$ cat src/rtl/iau_pkg.sv
package iau_pkg;
  // Strobes from the decision logic to the datapath registers.
  typedef struct packed {
    logic takeNmi;  // non-maskable request taken this edge
    logic takeIrq;  // maskable request taken this edge
  } iauStrobes_t;
endpackage

$ cat src/rtl/iau_ctrl.sv
module iau_ctrl
  import iau_pkg::*;
#(
  parameter int LVL_W = 4
) (
  input  logic             clk,
  input  logic             rstN,
  input  logic             coreReady,
  input  logic             nmiReq,
  input  logic             irqReq,
  input  logic [LVL_W-1:0] irqLevel,
  input  logic [LVL_W-1:0] maskLevel,
  output iauStrobes_t      strobes,
  output logic             acceptPulse
);
  logic evalCycle;
  logic irqAbove;

  // The cycle right after an accept is skipped, so the pulse stays one cycle wide.
  assign evalCycle = coreReady && !acceptPulse;
  assign irqAbove  = irqLevel > maskLevel;

  always_comb begin
    strobes         = '0;
    strobes.takeNmi = evalCycle && nmiReq;
    strobes.takeIrq = evalCycle && !nmiReq && irqReq && irqAbove;
  end

  always_ff @(posedge clk) begin
    if (!rstN) acceptPulse <= 1'b0;
    else       acceptPulse <= strobes.takeNmi || strobes.takeIrq;
  end

  // no back-to-back pulses
  p_single_pulse_r9: assert property (@(posedge clk) disable iff (!rstN)
    acceptPulse |=> !acceptPulse);

  // no acceptance while the core is busy
  p_ready_gate_r6: assert property (@(posedge clk) disable iff (!rstN)
    !coreReady |=> !acceptPulse);

  // a non-maskable request in an eligible cycle is always taken
  p_nmi_taken_r2: assert property (@(posedge clk) disable iff (!rstN)
    (coreReady && nmiReq && !acceptPulse) |=> acceptPulse);

  // the two take strobes never fire together
  p_one_winner_r5: assert property (@(posedge clk) disable iff (!rstN)
    $countones(strobes) <= 1);
endmodule

$ cat src/rtl/iau_datapath.sv
module iau_datapath
  import iau_pkg::*;
#(
  parameter int LVL_W   = 4,
  parameter int VEC_W   = 8,
  parameter int NMI_VEC = 11
) (
  input  logic             clk,
  input  logic             rstN,
  input  iauStrobes_t      strobes,
  input  logic [LVL_W-1:0] irqLevel,
  input  logic [VEC_W-1:0] irqVector,
  input  logic             irqSysSrc,
  input  logic             maskWrEn,
  input  logic [LVL_W-1:0] maskWrData,
  output logic [LVL_W-1:0] maskLevel,
  output logic [VEC_W-1:0] vectorOut,
  output logic             bankOk
);
  localparam logic [LVL_W-1:0] TOP_MASK = {LVL_W{1'b1}};
  localparam logic [VEC_W-1:0] NMI_VEC_V = VEC_W'(NMI_VEC);

  always_ff @(posedge clk) begin
    if (!rstN) begin
      maskLevel <= TOP_MASK;
      vectorOut <= '0;
      bankOk    <= 1'b0;
    end else if (strobes.takeNmi) begin
      maskLevel <= TOP_MASK;    // level above the field saturates to all ones
      vectorOut <= NMI_VEC_V;
      bankOk    <= 1'b0;
    end else if (strobes.takeIrq) begin
      maskLevel <= irqLevel;
      vectorOut <= irqVector;
      bankOk    <= !irqSysSrc;
    end else if (maskWrEn) begin
      maskLevel <= maskWrData;
    end
  end

  // non-maskable acceptance leaves the mask at all ones
  p_nmi_mask_r2: assert property (@(posedge clk) disable iff (!rstN)
    strobes.takeNmi |=> (maskLevel == TOP_MASK) && (vectorOut == NMI_VEC_V));

  // maskable acceptance copies the request level
  p_irq_mask_r4: assert property (@(posedge clk) disable iff (!rstN)
    strobes.takeIrq |=> maskLevel == $past(irqLevel));

  // an accepted maskable request always raises the mask
  p_mask_raise_r3: assert property (@(posedge clk) disable iff (!rstN)
    strobes.takeIrq |=> maskLevel > $past(maskLevel));

  // without acceptance or write the mask is kept
  p_mask_hold_r6: assert property (@(posedge clk) disable iff (!rstN)
    (!strobes.takeNmi && !strobes.takeIrq && !maskWrEn) |=> $stable(maskLevel));

  // non-maskable exceptions never use register banks
  p_bank_nmi_r8: assert property (@(posedge clk) disable iff (!rstN)
    strobes.takeNmi |=> !bankOk);
endmodule

$ cat src/rtl/irq_accept_unit.sv
module irq_accept_unit
  import iau_pkg::*;
#(
  parameter int LVL_W   = 4,
  parameter int VEC_W   = 8,
  parameter int NMI_VEC = 11
) (
  input  logic             clk,
  input  logic             rstN,
  input  logic             coreReady,
  input  logic             nmiReq,
  input  logic             irqReq,
  input  logic [LVL_W-1:0] irqLevel,
  input  logic [VEC_W-1:0] irqVector,
  input  logic             irqSysSrc,
  input  logic             maskWrEn,
  input  logic [LVL_W-1:0] maskWrData,
  output logic             acceptPulse,
  output logic [VEC_W-1:0] vectorOut,
  output logic [LVL_W-1:0] maskLevel,
  output logic             bankOk
);
  iauStrobes_t strobes;

  iau_ctrl #(.LVL_W(LVL_W)) i_ctrl (
    .clk        (clk),
    .rstN       (rstN),
    .coreReady  (coreReady),
    .nmiReq     (nmiReq),
    .irqReq     (irqReq),
    .irqLevel   (irqLevel),
    .maskLevel  (maskLevel),
    .strobes    (strobes),
    .acceptPulse(acceptPulse)
  );

  iau_datapath #(.LVL_W(LVL_W), .VEC_W(VEC_W), .NMI_VEC(NMI_VEC)) i_datapath (
    .clk       (clk),
    .rstN      (rstN),
    .strobes   (strobes),
    .irqLevel  (irqLevel),
    .irqVector (irqVector),
    .irqSysSrc (irqSysSrc),
    .maskWrEn  (maskWrEn),
    .maskWrData(maskWrData),
    .maskLevel (maskLevel),
    .vectorOut (vectorOut),
    .bankOk    (bankOk)
  );

  // with the mask at all ones only the non-maskable path can fire
  p_top_mask_r7: assert property (@(posedge clk) disable iff (!rstN)
    (maskLevel == {LVL_W{1'b1}} && !nmiReq) |=> !acceptPulse);
endmodule

$ cat config.mk
export PLATFORM = sky130hd
export DESIGN_NAME = irq_accept_unit
export DESIGN_NICKNAME = d
export VERILOG_FILES = /design/src/rtl/iau_pkg.sv /design/src/rtl/iau_ctrl.sv /design/src/rtl/iau_datapath.sv /design/src/rtl/irq_accept_unit.sv
export SDC_FILE = /design/constraint.sdc
export NUM_CORES = 1
export LEC_CHECK = 0
export BUFFER_PORTS_ARGS = -buffer_cell sky130_fd_sc_hd__clkbuf_2
export CAP_MARGIN = 20
export CELL_PAD_IN_SITES_DETAIL_PLACEMENT = 0
export CELL_PAD_IN_SITES_GLOBAL_PLACEMENT = 2
export CORE_ASPECT_RATIO = 0.5
export CORE_MARGIN = 3
export CORE_UTILIZATION = 26
export CTS_CLUSTER_DIAMETER = 40
export DETAILED_ROUTE_END_ITERATION = 12
export HOLD_SLACK_MARGIN = 0.06
export MAX_ROUTING_LAYER = met4
export PLACE_DENSITY_LB_ADDON = 0.05
export SYNTH_ARGS = -nofsm -noshare
export SYNTH_HDL_FRONTEND = slang
export SYNTH_SLANG_ARGS = --single-unit
$ cat constraint.sdc
create_clock -name clk -period 2.6 [get_ports clk]
set_input_delay 0.26 -clock clk [delete_from_list [all_inputs] [get_ports clk]]
set_output_delay 0.26 -clock clk [all_outputs]
set_load 0.01 [all_outputs]
==> results.sh, run 1 <==
export IMPL_drt_first_pass_iters=4
export IMPL_period_minus_slack_ns=1.85
export IMPL_comb_power_share=0.165
export IMPL_vdd_drop_max_mv=0.198
export IMPL_synth_top_family_by_area="compound AO/OA/AOI/OAI gates"
export IMPL_syn_avg_cell_area_um2=9.52
export IMPL_post_cts_buffers=0
export IMPL_critPathSlowestCell="a311o_1"
export IMPL_status="completed"
export IMPL_p_int_mw=0.398
export IMPL_fmax_mhz=541
export IMPL_fillers=285
export IMPL_grt_usage=0.122
export IMPL_grt_antenna_before_repair=0
export IMPL_viasPerCell=4.72
export IMPL_fin_cells=151
export IMPL_ctsResizeCount=0
export IMPL_grt_setup_unrepaired="no"
export IMPL_critPathArrivalTime_ns=1.98
export IMPL_rows=13
export IMPL_coreArea_mm2=0.00267
export IMPL_hold_path_class="in -> reg"
export IMPL_hold_viol=0
export IMPL_die_w_um=82.1
export IMPL_cap_violations=0
export IMPL_p_per_area_mw_per_mm2=532
export IMPL_synth_adder_area_share=0.0666
export IMPL_clkSlewWorstSetupHoldPaths_ns=0.06
export IMPL_fin_ws_ns=0.753
export IMPL_tritoncts="built"
export IMPL_worst_pin_slew_ns=0.508
export IMPL_synth_mux_area_fraction=0.120
export IMPL_dpl_hpwl_mm=1.53
export IMPL_drt_iter0_markers=12
export IMPL_synth_largest_area_cell="dfxtp_1"
export IMPL_path_class="reg -> reg"
export IMPL_swShare=0.253
export IMPL_port_buffers=36
export IMPL_grt_max_degree=16
export IMPL_start_util=0.282
export IMPL_placed_cells=147
export IMPL_setup_violations=0
export IMPL_critPathMaxStageDelay_ns=0.39
export IMPL_pwr_share_clk=0.404
export IMPL_ys_warn_count=0
export IMPL_required_ns=2.73
export IMPL_p_seq_frac=0.432
export IMPL_cts_sinks=14
export IMPL_period_share=0.710
export IMPL_finClkSkew_ns=0.000886
export IMPL_timing_slew_headroom=0.661
export IMPL_fp_dieArea_mm2=0.00361
export IMPL_cts_root_buffer="clkbuf_8"
export IMPL_syn_inst=79
export IMPL_grt_overflow_total=0
export IMPL_fin_hold_ws_ns=0.243
export IMPL_area_delta_synth_final_pct=33.3
export IMPL_synth_net_count=106
export IMPL_crit_fanout=10
export IMPL_place_congestion=0.773
export IMPL_slew_viol_final=0
export IMPL_ctsHoldBuffers=0
export IMPL_layout_drive_gt1_share=0.404
export IMPL_synth_seq_area_share=0.373
export IMPL_grt_pass1_wl_mm=3.21
export IMPL_syn_cell_area_um2=752
export IMPL_final_setup_tns_ns=0
export IMPL_ios=37
export IMPL_power_switching_mw=0.135
export IMPL_diodes=0
export IMPL_synth_area_leaders="dfxtp_1 (37%), mux2i_1 (12%), nand2_1 (7.0%)"
export IMPL_drc_errors=0
export IMPL_cp_start_kind="flip-flop"
export IMPL_grt_pass1_vias=720
export IMPL_htreeDepth=1
export IMPL_synth_xor_area_share=0
export IMPL_synth_compound_area_frac=0.230
export IMPL_p_leak_nw=0.470
export IMPL_cts_made_buffers=3
export IMPL_ant_nets=0
export IMPL_cts_path_max_buffers=2
export IMPL_wl_per_cell_um=12.7
export IMPL_post_place_ws_ns=0.754
export IMPL_synth_simple_gate_area_share=0.145
export IMPL_clock_latency_ns=0.24
export IMPL_crit_path_end_kind="flip-flop"
export IMPL_synth_seq_cells=14
export IMPL_yosysUniqueCellTypes=26
export IMPL_crit_chain="inv_1 > ha_1 > nor2b_4 > o211ai_2 > a21o_1 > a311o_1"
export IMPL_vias=713
export IMPL_p_total_mw=0.533
export IMPL_die_height_um=44.0
export IMPL_num_nets_final=142
export IMPL_wl_mm=1.92
export IMPL_synth_top_area_share=0.373
worst paths after layout:
check	startpoint	to	slack, ns	depth (start not counted)
max reg2reg	i_datapath.maskLevel[1]	i_datapath.vectorOut[0]	0.75	6
min	irqVector[5]	i_datapath.vectorOut[5]	0.24	3
max	i_datapath.maskLevel[1]	i_datapath.vectorOut[0]	0.75	6
min reg2reg	i_datapath.vectorOut[7]	i_datapath.vectorOut[7]	0.46	2
cell type report:
class | count | area [µm²] | area share
Multi-Input combinational cell | 55 | 422 | 0.421
Sequential cell | 14 | 280 | 0.280
Timing Repair Buffer | 36 | 180 | 0.180
Clock buffer | 4 | 55.1 | 0.0549
Tap cell | 37 | 46.3 | 0.0462
Inverter | 5 | 18.8 | 0.0187
worst max-delay path: cells and delay by family, from the launching register on:
kind / cells / cell delay [ns]
simple gates: 1 / 0.14
flops: 1 / 0.34
compound gates: 3 / 0.92
buf+inv: 1 / 0.05
fa+ha+maj: 1 / 0.28
power groups by stage:
stage / Sequential, mW / Combinational, mW / Clock (mW)
after floorplan: 0.239 / 0.0491 / 0
after global placement: 0.234 / 0.0854 / 0
after detailed placement: 0.235 / 0.0885 / 0
after CTS: 0.230 / 0.0891 / 0.223
after global routing: 0.231 / 0.0979 / 0.231
final: 0.230 / 0.0877 / 0.215
synth_stat cells (all sizes together):
library cell	instances
nand2	15
dfxtp	14
mux2i	9
a2111oi	5
inv	5
a31oi	4
buf	4
ha	4
a211oi	3
a21oi	3
a311o	3
a21o	1
a31o	1
and2	1
and4bb	1
clkbuf	1
nand3b	1
nand4	1
nor2	1
nor2b	1
o211ai	1
stage by stage:
| step | utilization | instance area, µm² |
|---|---|---|
| 6_report | 0.376 | 1000 |
| 5_1_grt | 0.376 | 1000 |
| 4_1_cts | 0.376 | 1000 |
| 3_5_place_dp | 0.355 | 947 |
| 3_3_place_gp | 0.355 | 947 |
| 2_1_floorplan | - | 752 |
logic make-up after synthesis:
group,Yosys count
adder cells (fa/ha/maj),4
multiplexers,9
buffers and inverters,10
AO/OA/AOI/OAI,21
AND/OR/NAND/NOR,21
flip-flops,14
metal layers:
layer	up-vias	global-route usage	wire length [µm]
met3	0	0.0549	124
met1	329	0.141	901
met4	0	0.0199	0
met5	-	-	0
met2	20	0.201	892
li1	364	-	-
state kept, by name, summed over array words and instances (netlist names):
name	count
i_datapath.bankOk	1
i_datapath.vectorOut	8
i_ctrl.acceptPulse	1
i_datapath.maskLevel	4
placed cells by master, fill, tap and decap left out, types with 2 or more instances in the layout:
cell / instances
a2111oi_0: 5
a211oi_1: 3
a21oi_2: 2
a311o_1: 3
a31oi_1: 4
clkbuf_2: 36
clkbuf_8: 4
dfxtp_1: 14
ha_1: 4
inv_1: 5
mux2i_1: 9
nand2_1: 14
(Power assumes the default switching activity.)
==> inputs of run 2 (changes only) <==
--- a/config.mk
+++ b/config.mk
@@ -11,7 +11,7 @@
 export CELL_PAD_IN_SITES_GLOBAL_PLACEMENT = 2
 export CORE_ASPECT_RATIO = 0.5
 export CORE_MARGIN = 3
-export CORE_UTILIZATION = 26
+export CORE_UTILIZATION = 24
 export CTS_CLUSTER_DIAMETER = 40
 export DETAILED_ROUTE_END_ITERATION = 12
 export HOLD_SLACK_MARGIN = 0.06
==> constraint.sdc (replaced) <==
create_clock -name clk -period 1.9 [get_ports clk]
set_input_delay 0.19 -clock clk [delete_from_list [all_inputs] [get_ports clk]]
set_output_delay 0.19 -clock clk [all_outputs]
set_load 0.01 [all_outputs]
==> results.sh, run 2 (synthesis results as in run 1) <==
export IMPL_dpl_hpwl_mm=1.54
export IMPL_setup_violations=0
export IMPL_cts_sinks=14
export IMPL_crit_fanout=10
export IMPL_largest_register="i_datapath.vectorOut"
export IMPL_period_share=0.960
export IMPL_area_delta_synth_final_pct=34.3
export IMPL_fillers=305
export IMPL_clock_latency_ns=0.25
export IMPL_fin_ws_ns=0.0754
export IMPL_biggestRegsByFlops="i_datapath.vectorOut x8, i_datapath.maskLevel x4"
export IMPL_period_minus_slack_ns=1.82
export IMPL_critPathLaunch="i_datapath.maskLevel[1]"
export IMPL_fin_cells=151
export IMPL_grt_max_degree=16
export IMPL_critPathArrivalTime_ns=1.96
export IMPL_largest_reg_flops=8
export IMPL_tritoncts="built"
export IMPL_hold_viol=0
export IMPL_cts_root_buffer="clkbuf_8"
export IMPL_holdPathStages=3
export IMPL_fin_hold_ws_ns=0.172
export IMPL_r2r_start="i_datapath.maskLevel[1]"
export IMPL_finClkSkew_ns=0.00756
export IMPL_die_height_um=45.6
export IMPL_grt_pass1_vias=686
export IMPL_grt_overflow_total=0
export IMPL_ant_nets=0
export IMPL_grt_setup_unrepaired="no"
export IMPL_worst_pin_slew_ns=0.556
export IMPL_drc_errors=0
export IMPL_vias=715
export IMPL_cts_path_max_buffers=2
export IMPL_cp_start_kind="flip-flop"
export IMPL_cap_violations=0
export IMPL_path_class="reg -> reg"
export IMPL_die_w_um=85.2
export IMPL_clkSlewWorstSetupHoldPaths_ns=0.07
export IMPL_start_util=0.270
export IMPL_coreArea_mm2=0.00278
export IMPL_grt_antenna_before_repair=0
export IMPL_layout_common_cells="clkbuf_2 (36), nand2_1 (14), dfxtp_1 (14)"
export IMPL_hold_path_class="in -> reg"
export IMPL_post_place_ws_ns=0.0554
export IMPL_vdd_drop_max_mv=0.253
export IMPL_required_ns=2.03
export IMPL_status="completed"
export IMPL_slew_viol_final=0
export IMPL_fmax_mhz=548
export IMPL_mostFrequentLayoutCell="clkbuf_2"
export IMPL_grt_usage=0.110
export IMPL_fp_dieArea_mm2=0.00388
export IMPL_rows=13
export IMPL_viasPerCell=4.74
export IMPL_wl_per_cell_um=13.1
export IMPL_htreeDepth=1
export IMPL_wl_mm=1.98
export IMPL_drt_iter0_markers=4
export IMPL_p_leak_nw=0.472
export IMPL_layout_drive_gt1_share=0.412
export IMPL_post_cts_buffers=0
export IMPL_crit_path_end_kind="flip-flop"
export IMPL_p_per_area_mw_per_mm2=733
export IMPL_endpoint="i_datapath.vectorOut[0]"
export IMPL_ios=37
export IMPL_cts_made_buffers=3
export IMPL_diodes=0
export IMPL_r2r_setup_slack_ns=0.08
export IMPL_placed_cells=147
export IMPL_drt_first_pass_iters=4
export IMPL_place_congestion=0.675
export IMPL_hp_start="irqVector[2]"
export IMPL_grt_pass1_wl_mm=3.15
export IMPL_place_area_um2=947
export IMPL_final_setup_tns_ns=0
export IMPL_timing_slew_headroom=0.629
export IMPL_ctsHoldBuffers=0
export IMPL_port_buffers=36
export IMPL_r2r_cells=6
export IMPL_fin_area_mm2=0.00101
export IMPL_num_nets_final=142
export IMPL_rr_endpoint="i_datapath.vectorOut[0]"
[run 2: per-stage QoR]
step / utilization / total power, mW
after floorplan: - / 0.394
after global placement: 0.341 / 0.440
after detailed placement: 0.341 / 0.442
after CTS: 0.360 / 0.746
after global routing: 0.363 / 0.777
final: 0.363 / 0.740
[run 2: repair_timing]
item	4_1_cts	5_1_grt
setup endpoints to repair	0	8
gates resized for setup	0	2
endpoints found under the hold margin	0	0
[run 2: layout make-up]
class,instances,area (µm²),share of cell area
tap,37,46.3,0.0458
sequential,14,280,0.278
clock buffer,4,55.1,0.0545
timing repair buffer,36,180,0.178
inverter,5,18.8,0.0186
multi-input combinational,55,429,0.425
[run 2: how the worst min path moves through the flow]
stage | slack, ns | end
global placement | 0.42 | i_datapath.vectorOut[5]
finish | 0.17 | i_datapath.vectorOut[2]
floorplan | 0.33 | i_datapath.vectorOut[2]
global route | 0.17 | i_datapath.vectorOut[5]
detailed placement | 0.43 | i_datapath.vectorOut[5]
CTS | 0.17 | i_datapath.vectorOut[2]
[run 2: metal layers]
| layer | wire length, µm | track usage | share of wire |
|---|---|---|---|
| met5 | 0 | - | 0 |
| met4 | 0 | 0.0189 | 0 |
| met3 | 157 | 0.0523 | 0.079 |
| met2 | 861 | 0.162 | 0.43 |
| met1 | 961 | 0.139 | 0.49 |
[run 2: critical path, stage by stage, from the launching register on]
cell,delay [ns]
dfxtp_1,0.35
inv_1,0.05
ha_1,0.29
nor2b_4,0.14
o211ai_2,0.21
a21o_4,0.31
a311o_1,0.35
[run 2: power breakdown]
part / leakage, nW / internal, mW / switching, mW / total, mW
Combinational: 0.329 / 0.0547 / 0.0663 / 0.121
Clock: 0.0288 / 0.184 / 0.121 / 0.304
Sequential: 0.114 / 0.307 / 0.00779 / 0.315
Total: 0.472 / 0.546 / 0.195 / 0.740
